`src/rtl/quad_dac_pkg.sv`:
```
package quad_dac_pkg;
  localparam int SEL_W     = 2;
  localparam int CH_NUM    = 2 ** SEL_W;
  localparam int BYTE_BITS = 8;

  typedef enum logic [1:0] {
    MODE_STORE = 2'b00,
    MODE_LOAD  = 2'b01,
    MODE_SYNC  = 2'b10,
    MODE_BCAST = 2'b11
  } loadMode_t;

  typedef struct packed {
    logic [CH_NUM-1:0] tempWr;
    logic [CH_NUM-1:0] dacWrNew;
    logic [CH_NUM-1:0] dacWrTemp;
    logic              pdOnly;
  } bankStrobe_t;
endpackage

```
`src/rtl/quad_dac_ctrl.sv`:
```
module quad_dac_ctrl
  import quad_dac_pkg::*;
(
  input  logic                 wrStrobe,
  input  logic [BYTE_BITS-1:0] ctrlByte,
  input  logic [1:0]           strapAddr,
  output bankStrobe_t          strb
);
  loadMode_t         mode;
  logic [SEL_W-1:0]  sel;
  logic              addrOk;
  logic [CH_NUM-1:0] selOh;
  logic              unusedSpare;

  assign mode        = loadMode_t'(ctrlByte[5:4]);
  assign sel         = ctrlByte[2:1];
  assign addrOk      = (ctrlByte[7:6] == strapAddr);
  assign unusedSpare = ctrlByte[3];

  for (genvar g = 0; g < CH_NUM; g++) begin : g_sel
    assign selOh[g] = (sel == SEL_W'(g));
  end

  always_comb begin
    strb        = '0;
    strb.pdOnly = ctrlByte[0];
    if (wrStrobe) begin
      unique case (mode)
        MODE_STORE: if (addrOk) strb.tempWr = selOh;
        MODE_LOAD: if (addrOk) begin
          strb.tempWr   = selOh;
          strb.dacWrNew = selOh;
        end
        MODE_SYNC: if (addrOk) begin
          strb.tempWr    = selOh;
          strb.dacWrNew  = selOh;
          strb.dacWrTemp = ~selOh;
        end
        MODE_BCAST: begin
          if (ctrlByte[2]) begin
            strb.tempWr   = '1;
            strb.dacWrNew = '1;
          end else begin
            strb.dacWrTemp = '1;
          end
        end
        default: strb.tempWr = '0;
      endcase
    end
  end
endmodule

```
`src/rtl/quad_dac_datapath.sv`:
```
module quad_dac_datapath
  import quad_dac_pkg::*;
#(
  parameter int CODE_W = 12,
  parameter int PD_W   = 2
) (
  input  logic                     clk,
  input  logic                     rstN,
  input  bankStrobe_t              strb,
  input  logic [BYTE_BITS-1:0]     hiByte,
  input  logic [BYTE_BITS-1:0]     loByte,
  output logic [CH_NUM*CODE_W-1:0] codeOut,
  output logic [CH_NUM*PD_W-1:0]   pdOut
);
  localparam int LO_USE  = CODE_W - BYTE_BITS;
  localparam int LO_SKIP = BYTE_BITS - LO_USE;

  logic [CODE_W-1:0]  newCode;
  logic [PD_W-1:0]    newPd;
  logic [LO_SKIP-1:0] unusedLo;

  assign newCode  = {hiByte, loByte[BYTE_BITS-1 -: LO_USE]};
  assign newPd    = hiByte[BYTE_BITS-1 -: PD_W];
  assign unusedLo = loByte[LO_SKIP-1:0];

  for (genvar g = 0; g < CH_NUM; g++) begin : g_ch
    logic [CODE_W-1:0] tCode, dCode;
    logic [PD_W-1:0]   tPd, dPd;

    always_ff @(posedge clk or negedge rstN) begin
      if (!rstN) begin
        tCode <= '0;
        tPd   <= '0;
        dCode <= '0;
        dPd   <= '0;
      end else begin
        if (strb.tempWr[g]) begin
          if (strb.pdOnly) begin
            tPd <= newPd;
          end else begin
            tCode <= newCode;
            tPd   <= '0;
          end
        end
        if (strb.dacWrNew[g]) begin
          if (strb.pdOnly) begin
            dPd <= newPd;
          end else begin
            dCode <= newCode;
            dPd   <= '0;
          end
        end else if (strb.dacWrTemp[g]) begin
          dCode <= tCode;
          dPd   <= tPd;
        end
      end
    end

    assign codeOut[g*CODE_W +: CODE_W] = dCode;
    assign pdOut[g*PD_W +: PD_W]       = dPd;
  end
endmodule

```
`src/rtl/quad_dac_regbank.sv`:
```
module quad_dac_regbank
  import quad_dac_pkg::*;
#(
  parameter int CODE_W = 12,
  parameter int PD_W   = 2
) (
  input  logic                     clk,
  input  logic                     rstN,
  input  logic                     wrStrobe,
  input  logic [7:0]               ctrlByte,
  input  logic [7:0]               hiByte,
  input  logic [7:0]               loByte,
  input  logic [1:0]               strapAddr,
  output logic [CH_NUM*CODE_W-1:0] codeOut,
  output logic [CH_NUM*PD_W-1:0]   pdOut,
  output logic [CH_NUM-1:0]        pwrDownFlag
);
  bankStrobe_t strb;

  quad_dac_ctrl u_ctrl (
    .wrStrobe (wrStrobe),
    .ctrlByte (ctrlByte),
    .strapAddr(strapAddr),
    .strb     (strb)
  );

  quad_dac_datapath #(.CODE_W(CODE_W), .PD_W(PD_W)) u_dp (
    .clk    (clk),
    .rstN   (rstN),
    .strb   (strb),
    .hiByte (hiByte),
    .loByte (loByte),
    .codeOut(codeOut),
    .pdOut  (pdOut)
  );

  for (genvar g = 0; g < CH_NUM; g++) begin : g_flag
    assign pwrDownFlag[g] = |pdOut[g*PD_W +: PD_W];
  end
endmodule

```
`config.mk`:
```
export PLATFORM = sky130hd
export DESIGN_NAME = quad_dac_regbank
export DESIGN_NICKNAME = d
export VERILOG_FILES = /design/src/rtl/quad_dac_pkg.sv /design/src/rtl/quad_dac_ctrl.sv /design/src/rtl/quad_dac_datapath.sv /design/src/rtl/quad_dac_regbank.sv
export SDC_FILE = /design/constraint.sdc
export NUM_CORES = 1
export LEC_CHECK = 0
export BUFFER_PORTS_ARGS = -buffer_cell sky130_fd_sc_hd__buf_2
export CORE_MARGIN = 8
export CORE_UTILIZATION = 39
export DETAILED_ROUTE_END_ITERATION = 8
export PLACE_DENSITY = 0.69
export SYNTH_ARGS = -nofsm -noshare
export SYNTH_HDL_FRONTEND = slang
export SYNTH_SLANG_ARGS = --single-unit
```
`constraint.sdc`:
```
create_clock -name clk -period 1.2 [get_ports clk]
set_input_delay 0.24 -clock clk [delete_from_list [all_inputs] [get_ports clk]]
set_output_delay 0.24 -clock clk [all_outputs]
set_load 0.005 [all_outputs]
```
=== After elaboration in Yosys (flattened, before gate mapping) ===
Cells that the tools add are included.

* Eq/ne operators: 11
* Multiplexer cells: 27
* Bitwise gates (word level): 2
* Reductions and logical operators: 18

{| class="wikitable"
|+ Operators with widths
! operator !! number
|-
| 2-to-1 mux 12 bit || 11
|-
| 2-to-1 mux 2 bit || 9
|-
| 2-to-1 mux 8 bit || 2
|-
| one-hot mux 4 bit (4 select lines) || 1
|-
| AND reduction 2 bit || 8
|-
| one-hot mux 4 bit (3 select lines) || 1
|-
| == test 2 bit, second input constant || 4
|-
| 2-to-1 mux 4 bit || 2
|-
| != test 2 bit, second input constant || 4
|-
| one-hot mux 4 bit (2 select lines) || 1
|-
| nonzero test 2 bit || 4
|-
| OR reduction 2 bit || 4
|-
| == test 2 x 1 -> 1 bit, second input constant || 2
|-
| zero test 2 bit || 2
|-
| inverter 4 bit || 1
|-
| == test 2 bit || 1
|-
| inverter 1 bit || 1
|}

* Register bits: 112
* Word-level logic and storage cells: 74

=== Longest topological paths before layout ===
Gate-level depths: netlist of run 1.

* Word-level depth: 7
* Gate-level depth with buffers: 7

=== Cells and area by module ===
Synthesis of run 1 repeated with hierarchy kept, for this count alone.

* Cells, all modules: 423
* Area, all modules: 5766.8 um^2

{| class="wikitable"
|+ By module, submodules not included
! module !! instances !! cells an instance !! area each (um^2)
|-
| quad_dac_datapath || 1 || 371 || 5435.2
|-
| quad_dac_ctrl || 1 || 48 || 306.5
|-
| quad_dac_regbank || 1 || 4 || 25.0
|}

=== Worst setup path after synthesis of run 1 ===
Ideal clock, no wire load.

* Kind: input to register
* Start: input port ctrlByte[4]
* End: register u_dp.g_ch[0].tCode[2]
* Setup time: 125 ps
* Arrival: 1555 ps
* Required time: 1075 ps
* Setup slack: -480 ps
* Stages on the path: 7
* Path buffers: 3
* Path through: buf_4 -> buf_4 -> a21oi_1 -> nand4_1 -> a21oi_2 -> buf_4 -> mux2_2

* Cells in the longest elaborated chain, start to end: 4
* Elaborated cells on any way between the ends: 7
* Classes of those cells: eq/ne (3); mux (2); reduce/logical (2)

{| class="wikitable"
|+ Ends and longest elaborated chain
! element !! RTL line !! RTL
|-
| start, declared || quad_dac_regbank.sv:10 || <nowiki>input logic [7:0] ctrlByte,</nowiki>
|-
| == test 2 bit (tied with other cells) || quad_dac_ctrl.sv:28 || <nowiki>unique case (mode)</nowiki>
|-
| one-hot mux 4 bit (4 select lines) * || quad_dac_ctrl.sv:28 ||
|-
| 2-to-1 mux 12 bit * || quad_dac_ctrl.sv:27 || <nowiki>if (wrStrobe) begin</nowiki>
|-
| AND reduction 2 bit (no line) * || n/a ||
|-
| end signal, assigned || quad_dac_datapath.sv:41 || <nowiki>tCode <= newCode;</nowiki>
|-
| end, declared || quad_dac_datapath.sv:27 || <nowiki>logic [CODE_W-1:0] tCode, dCode;</nowiki>
|}

Mark *: on every way between the ends. The rest lies on a longest branch, timed or not.
A chain may end at the register's enable or synchronous reset.

=== Worst setup path in the final report of run 1 ===
* Start: register u_dp.g_ch[1].dPd[0]
* End: output port pwrDownFlag[1]

* Cells in the longest elaborated chain, start to end: 1

{| class="wikitable"
|+ Ends and longest elaborated chain
! element !! RTL line !! RTL
|-
| start, declared || quad_dac_datapath.sv:28 || <nowiki>logic [PD_W-1:0] tPd, dPd;</nowiki>
|-
| start signal, assigned || quad_dac_datapath.sv:47 || <nowiki>dPd <= newPd;</nowiki>
|-
| start signal, assigned || quad_dac_datapath.sv:54 || <nowiki>dPd <= tPd;</nowiki>
|-
| OR reduction 2 bit || quad_dac_regbank.sv:38 || <nowiki>assign pwrDownFlag[g] = |pdOut[g*PD_W +: PD_W];</nowiki>
|-
| end, declared || quad_dac_regbank.sv:16 || <nowiki>output logic [CH_NUM-1:0] pwrDownFlag</nowiki>
|}

No other way between the ends.

==> flow_metrics.env, run 1 <==
export IMPL_synth_avg_cell_area_um2=11.7
export IMPL_finalCritPeriodShare_pct=115
export IMPL_gp_congestion=0.810
export IMPL_overflow=0
export IMPL_cts_root_buf="clkbuf_16"
export IMPL_dp_hpwl_um=11600
export IMPL_die_w_um=137
export IMPL_dr_pass1_iters=4
export IMPL_tns_ns=-10.44
export IMPL_maxCapViolCount=0
export IMPL_nFillCells=1046
export IMPL_htreeDepth=3
export IMPL_fin_nets=689
export IMPL_clk_pin_slew_worst_paths_ns=0.08
export IMPL_cts_sink_count=112
export IMPL_grt_pass1_vias=5136
export IMPL_antenna_found_initial=0
export IMPL_io_pins=89
export IMPL_status="finished, violations left"
export IMPL_setup_viol=115
export IMPL_vias_per_cell=5.81
export IMPL_violations="negative setup slack"
export IMPL_end_kind="primary output"
export IMPL_cp_max_fo=2
export IMPL_chipHeight_um=137
export IMPL_synthCells=486
export IMPL_coreArea_um2=14400
export IMPL_layout_drive_gt1_share_pct=66.0
export IMPL_crit_arrival_ns=1.14
export IMPL_crit_type="reg -> out"
export IMPL_final_util_pct=62.4
export IMPL_grt_usage_pct=19.7
export IMPL_slew_viol_final=0
export IMPL_drc=0
export IMPL_ys_ff_latch=112
export IMPL_synth_area_leaders="dfrtp_1, mux2_1, mux2_2"
export IMPL_cts_tree="yes"
export IMPL_start_util_pct=39.6
export IMPL_drt_iter0_drc=383
export IMPL_num_rows=44
export IMPL_post_drt_wl_per_cell_um=22.8
export IMPL_synth_nets=515
export IMPL_portBuffers=83
export IMPL_hp_class="in -> reg"
export IMPL_grt_max_degree=41
export IMPL_yosysTopAreaCellShare_pct=49.1
export IMPL_area_growth_pct=57.8
export IMPL_grt_first_pass_wirelength_um=28600
export IMPL_timing_fmax_mhz=726
export IMPL_synthDistinctLibCells=56
export IMPL_fin_crit_ns=1.38
export IMPL_wirelength_um=19400
export IMPL_seq_area_frac_synth_pct=49.1
export IMPL_vdd_drop_max_uv=798
export IMPL_antennaDiodeCount=0
export IMPL_place_area_um2=7290
export IMPL_synth_largest_area_cell="dfrtp_1"
export IMPL_synthesis_area_um2=5710
export IMPL_clockBufferDepth=2
export IMPL_ant_nets=0
export IMPL_multi_input_area_um2=3620
export IMPL_die_area_um2=18800
export IMPL_clk_latency_ns=0.36
export IMPL_relSlewSlack_pct=73.5
export IMPL_vias=4932
export IMPL_regArea_um2=2800
export IMPL_rsz0062_at_grt="true"
export IMPL_worstPathRequired_ns=0.96
export IMPL_worst_slew_pin_slew_ns=0.395
export IMPL_finalInstanceArea_um2=9000
export IMPL_p_per_area_nw_per_um2=1450
export IMPL_finalHoldViolations=0
export IMPL_skew_ns=0.00742
export IMPL_worstSetupStartpointType="register"
export IMPL_cts_made_buffers=9
export IMPL_yosysWarnings=0
export IMPL_power_leakage_nw=3.94
export IMPL_worst_slack_ns=-0.177
[routing by layer]
layer | global-route usage [%] | vias up | part of all wire, %
li1 | - | 2147 | -
met2 | 32.5 | 214 | 50
met4 | 6.94 | 0 | 2.4
met5 | 0 | - | 0
met3 | 5.03 | 45 | 6.5
met1 | 24.5 | 2526 | 41
[flip-flops by register name, indices dropped and copies added, names as in the netlist]
signal,count
u_dp.g_ch.dCode,48
u_dp.g_ch.dPd,8
u_dp.g_ch.tCode,48
u_dp.g_ch.tPd,8
[path summary, 6_finish.rpt]
| kind | startpoint | to | slack, ns | cells past startpoint |
|---|---|---|---|---|
| min in group asynchronous | rstN | u_dp.g_ch[1].dCode[2] | 0.32 | 2 |
| max in group asynchronous | rstN | u_dp.g_ch[2].tCode[10] | 0.38 | 3 |
| max | u_dp.g_ch[1].dPd[0] | pwrDownFlag[1] | -0.18 | 2 |
| max reg2reg | u_dp.g_ch[1].tPd[1] | u_dp.g_ch[1].tPd[1] | 0.17 | 2 |
| min reg2reg | u_dp.g_ch[0].tPd[0] | u_dp.g_ch[0].tPd[0] | 0.51 | 1 |
| min | hiByte[3] | u_dp.g_ch[0].tCode[7] | 0.26 | 2 |
[critical path, stage by stage, from the launching register on]
cell and delay, ns:
dfrtp_1 0.41, or2_4 0.26, buf_6 0.11
[through the flow]
step	hold slack [ns]	setup slack [ns]	instances	power (mW)
2_1_floorplan	-0.0556	-0.328	486	7.47
3_3_place_gp	0.151	-0.637	787	8.82
3_5_place_dp	0.153	-0.716	787	8.96
4_1_cts	0.238	-0.181	838	12.6
5_1_grt	0.257	-0.219	849	13.7
6_report	0.259	-0.177	849	13.1
[synthesized netlist by cell type, drive strengths merged]
library cell    n
buf            33
a21o            5
nor2           14
nor3           29
nor2b           3
o41a            2
o22ai           2
or2             7
o221a          26
nand3          12
o21ai           9
a21oi          32
a31oi           8
xor2            3
a311o           2
o31ai           1
and4bb          1
a31o            1
mux2           56
o2111ai         1
nand2b          4
a311oi         24
nand2          37
xnor2           2
nand4b          1
nor3b           3
and2            7
nor4b           1
o41ai           2
mux2i           2
o21bai          2
inv            26
nand4           5
a211oi          2
dfrtp         112
nand3b          1
clkbuf          8
[kinds of logic (layout without fill, tap and decap cells)]
group | after synthesis | count (layout) | share of synthesized area (%)
AO/OA/AOI/OAI | 119 | 119 | 19.5
XOR/XNOR | 5 | 5 | 1.62
buffers and inverters | 67 | 243 | 6.29
flip-flops | 112 | 112 | 49.1
multiplexers | 58 | 58 | 11.4
AND/OR/NAND/NOR | 125 | 128 | 12.1
[repair_timing]
item / 4_1_cts / 5_1_grt
setup buffers: 23 / 13
endpoints found under the hold margin: 15 / 0
hold buffers: 1 / 0
gates cloned: 11 / 3
setup endpoints to repair: 114 / 122
pin swaps: 39 / 39
resized for setup: 119 / 98
[placed cells by master, fill, tap and decap left out, types with 12 or more instances in the layout]
cell type	count
dfrtp_1	112
buf_2	63
buf_4	63
mux2_4	50
buf_6	40
inv_1	26
a311oi_2	24
buf_12	23
o221a_4	18
nor3_2	18
nand2_1	14
clkbuf_16	14
nand2_2	13
nor2_1	12
a21oi_1	12
[final cells by class]
type | instances | area share, %
clock buffers | 12 | 2.85
clock inverters | 4 | 0.320
inverters | 26 | 1.08
multi-input cells | 310 | 40.2
flip-flops and latches | 112 | 31.1
well taps | 184 | 2.56
repair buffers | 201 | 21.8
[report_power, final]
group	switching [mW]	internal [mW]
clock	1.41	1.53
combinational	1.75	2.79
sequential	0.820	4.81
Note: power is estimated with default switching activity, not from simulation.
==> inputs of run 2 (changes only) <==
--- a/config.mk
+++ b/config.mk
@@ -6,7 +6,7 @@
 export NUM_CORES = 1
 export LEC_CHECK = 0
 export BUFFER_PORTS_ARGS = -buffer_cell sky130_fd_sc_hd__buf_2
-export CORE_MARGIN = 8
+export CORE_MARGIN = 5
 export CORE_UTILIZATION = 39
 export DETAILED_ROUTE_END_ITERATION = 8
 export PLACE_DENSITY = 0.69
==> flow_metrics.env, run 2 (synthesis results as in run 1) <==
export IMPL_fin_crit_ns=1.43
export IMPL_clockBufferDepth=2
export IMPL_clk_latency_ns=0.35
export IMPL_layout_drive_gt1_share_pct=65.0
export IMPL_status="finished, violations left"
export IMPL_crit_path_cell_trace="buf_8 > buf_6 > xor2_4 > buf_6 > o41ai_4 > buf_4 > buf_8 > nand2_2 > o221a_4"
export IMPL_post_drt_wl_per_cell_um=22.3
export IMPL_fin_hold_ws_ns=0.259
export IMPL_io_pins=89
export IMPL_start_util_pct=39.6
export IMPL_finalHoldViolations=0
export IMPL_vias_per_cell=5.83
export IMPL_overflow=0
export IMPL_dp_hpwl_um=11400
export IMPL_violations="negative setup slack"
export IMPL_cts_root_buf="clkbuf_16"
export IMPL_antennaDiodeCount=0
export IMPL_antenna_found_initial=0
export IMPL_die_area_um2=17200
export IMPL_regArea_um2=2800
export IMPL_worstPathRequired_ns=1.44
export IMPL_crit_slowest_cell="o41ai_4"
export IMPL_p_per_area_nw_per_um2=1480
export IMPL_grt_max_degree=25
export IMPL_worst_slew_pin_slew_ns=0.471
export IMPL_largest_registers="u_dp.g_ch.dCode: 48 flops, u_dp.g_ch.tCode: 48 flops"
export IMPL_crit_arrival_ns=1.67
export IMPL_cp_max_fo=6
export IMPL_crit_type="in -> reg"
export IMPL_wirelength_um=19200
export IMPL_cts_made_buffers=9
export IMPL_grt_pass1_vias=5005
export IMPL_end_kind="register"
export IMPL_grt_usage_pct=20.1
export IMPL_clk_pin_slew_worst_paths_ns=0.07
export IMPL_vias=5001
export IMPL_place_area_um2=7330
export IMPL_skew_ns=0.0100
export IMPL_cts_tree="yes"
export IMPL_worst_r2r_setup_slack_ns=0.15
export IMPL_max_stage_delay_ns=0.36
export IMPL_hp_class="in -> reg"
export IMPL_power_leakage_nw=4.03
export IMPL_setup_viol=122
export IMPL_drt_iter0_drc=402
export IMPL_finalInstanceArea_um2=9000
export IMPL_chipHeight_um=131
export IMPL_dr_pass1_iters=5
export IMPL_layout_commonest_cell="dfrtp_1"
export IMPL_finalCritPeriodShare_pct=119
export IMPL_mostFrequentLayoutCells="dfrtp_1, buf_4, buf_2"
export IMPL_htreeDepth=3
export IMPL_gp_congestion=0.845
export IMPL_timing_fmax_mhz=700
export IMPL_maxCapViolCount=0
export IMPL_worstSetupStartpointType="input pin"
export IMPL_relSlewSlack_pct=68.5
export IMPL_dp_cells=793
export IMPL_fin_nets=698
export IMPL_worst_slack_ns=-0.229
export IMPL_drc=0
export IMPL_portBuffers=83
export IMPL_coreArea_um2=14400
export IMPL_nFillCells=1023
export IMPL_multi_input_area_um2=3530
export IMPL_rsz0062_at_grt="true"
export IMPL_layoutNonFillerInstCount=858
export IMPL_slew_viol_final=0
export IMPL_cts_sink_count=112
export IMPL_area_growth_pct=57.8
export IMPL_num_rows=44
export IMPL_ant_nets=0
export IMPL_vdd_drop_max_uv=961
export IMPL_grt_first_pass_wirelength_um=26800
export IMPL_die_w_um=131
export IMPL_dp_slack_ns=-0.690
-- run 2: cell count changes in the layout (fill, tap and decap cells not counted), sizes merged --
cell      previous run  this run
bufbuf               1         0
nand2               38        37
buf                194       204
inv                 26        28
clkinvlp             2         1
bufinv               0         1
clkinv               2         1
-- run 2: critical path, delay by kind of cell --
family / cells / cell delay (ns)
buf+inv: 5 / 0.71
compound gates: 2 / 0.48
xor+xnor: 1 / 0.19
simple gates: 1 / 0.06
-- run 2: layout make-up --
| class | instances | share of cell area, % |
|---|---|---|
| clock inverter | 5 | 0.695 |
| clock buffer | 11 | 2.70 |
| timing repair buffer | 211 | 22.6 |
| inverter | 26 | 1.08 |
| multi-input combinational | 309 | 39.2 |
| tap | 184 | 2.56 |
| sequential | 112 | 31.1 |
-- run 2: final timing paths --
path                                      from                     end  cells past startpoint
max                               strapAddr[1]   u_dp.g_ch[2].dCode[2]                      9
min                                  hiByte[7]  u_dp.g_ch[2].tCode[11]                      2
max reg2reg                u_dp.g_ch[1].tPd[0]     u_dp.g_ch[1].tPd[0]                      2
min reg2reg                u_dp.g_ch[2].tPd[1]     u_dp.g_ch[2].tPd[1]                      1
max in group asynchronous                 rstN  u_dp.g_ch[1].tCode[10]                      3
min in group asynchronous                 rstN   u_dp.g_ch[2].dCode[4]                      2
-- run 2: through the flow --
stage	utilization, %	TNS, ns	total power [mW]
after global routing	62.4	-19.68	13.8
after floorplan	-	-25.51	7.47
after CTS	57.6	-14.19	12.6
after global placement	50.8	-60.12	8.80
after detailed placement	50.8	-64.19	8.96
final	62.4	-15.61	13.3
-- run 2: repair_timing --
| action | CTS | global route |
|---|---|---|
| hold buffers | 1 | 0 |
| buffers inserted | 21 | 21 |
| endpoints found under the hold margin | 16 | 0 |
| resized for setup | 84 | 121 |
| pin swaps | 20 | 41 |
| endpoints found under the setup margin | 116 | 122 |
| gates cloned | 6 | 6 |
-- run 2: where the power goes --
| part | internal, mW | switching [mW] |
|---|---|---|
| sequential | 4.81 | 0.872 |
| clock | 1.70 | 1.40 |
| combinational | 2.80 | 1.70 |
| total | 9.30 | 3.98 |
-- run 2: per-layer routing --
metal | up-vias | track usage (%) | share of wire, %
li1 | 2163 | - | -
met5 | - | 0 | 0
met1 | 2598 | 26.2 | 40
met2 | 206 | 33.6 | 51
met4 | 0 | 6.90 | 2.3
met3 | 34 | 3.94 | 6.8
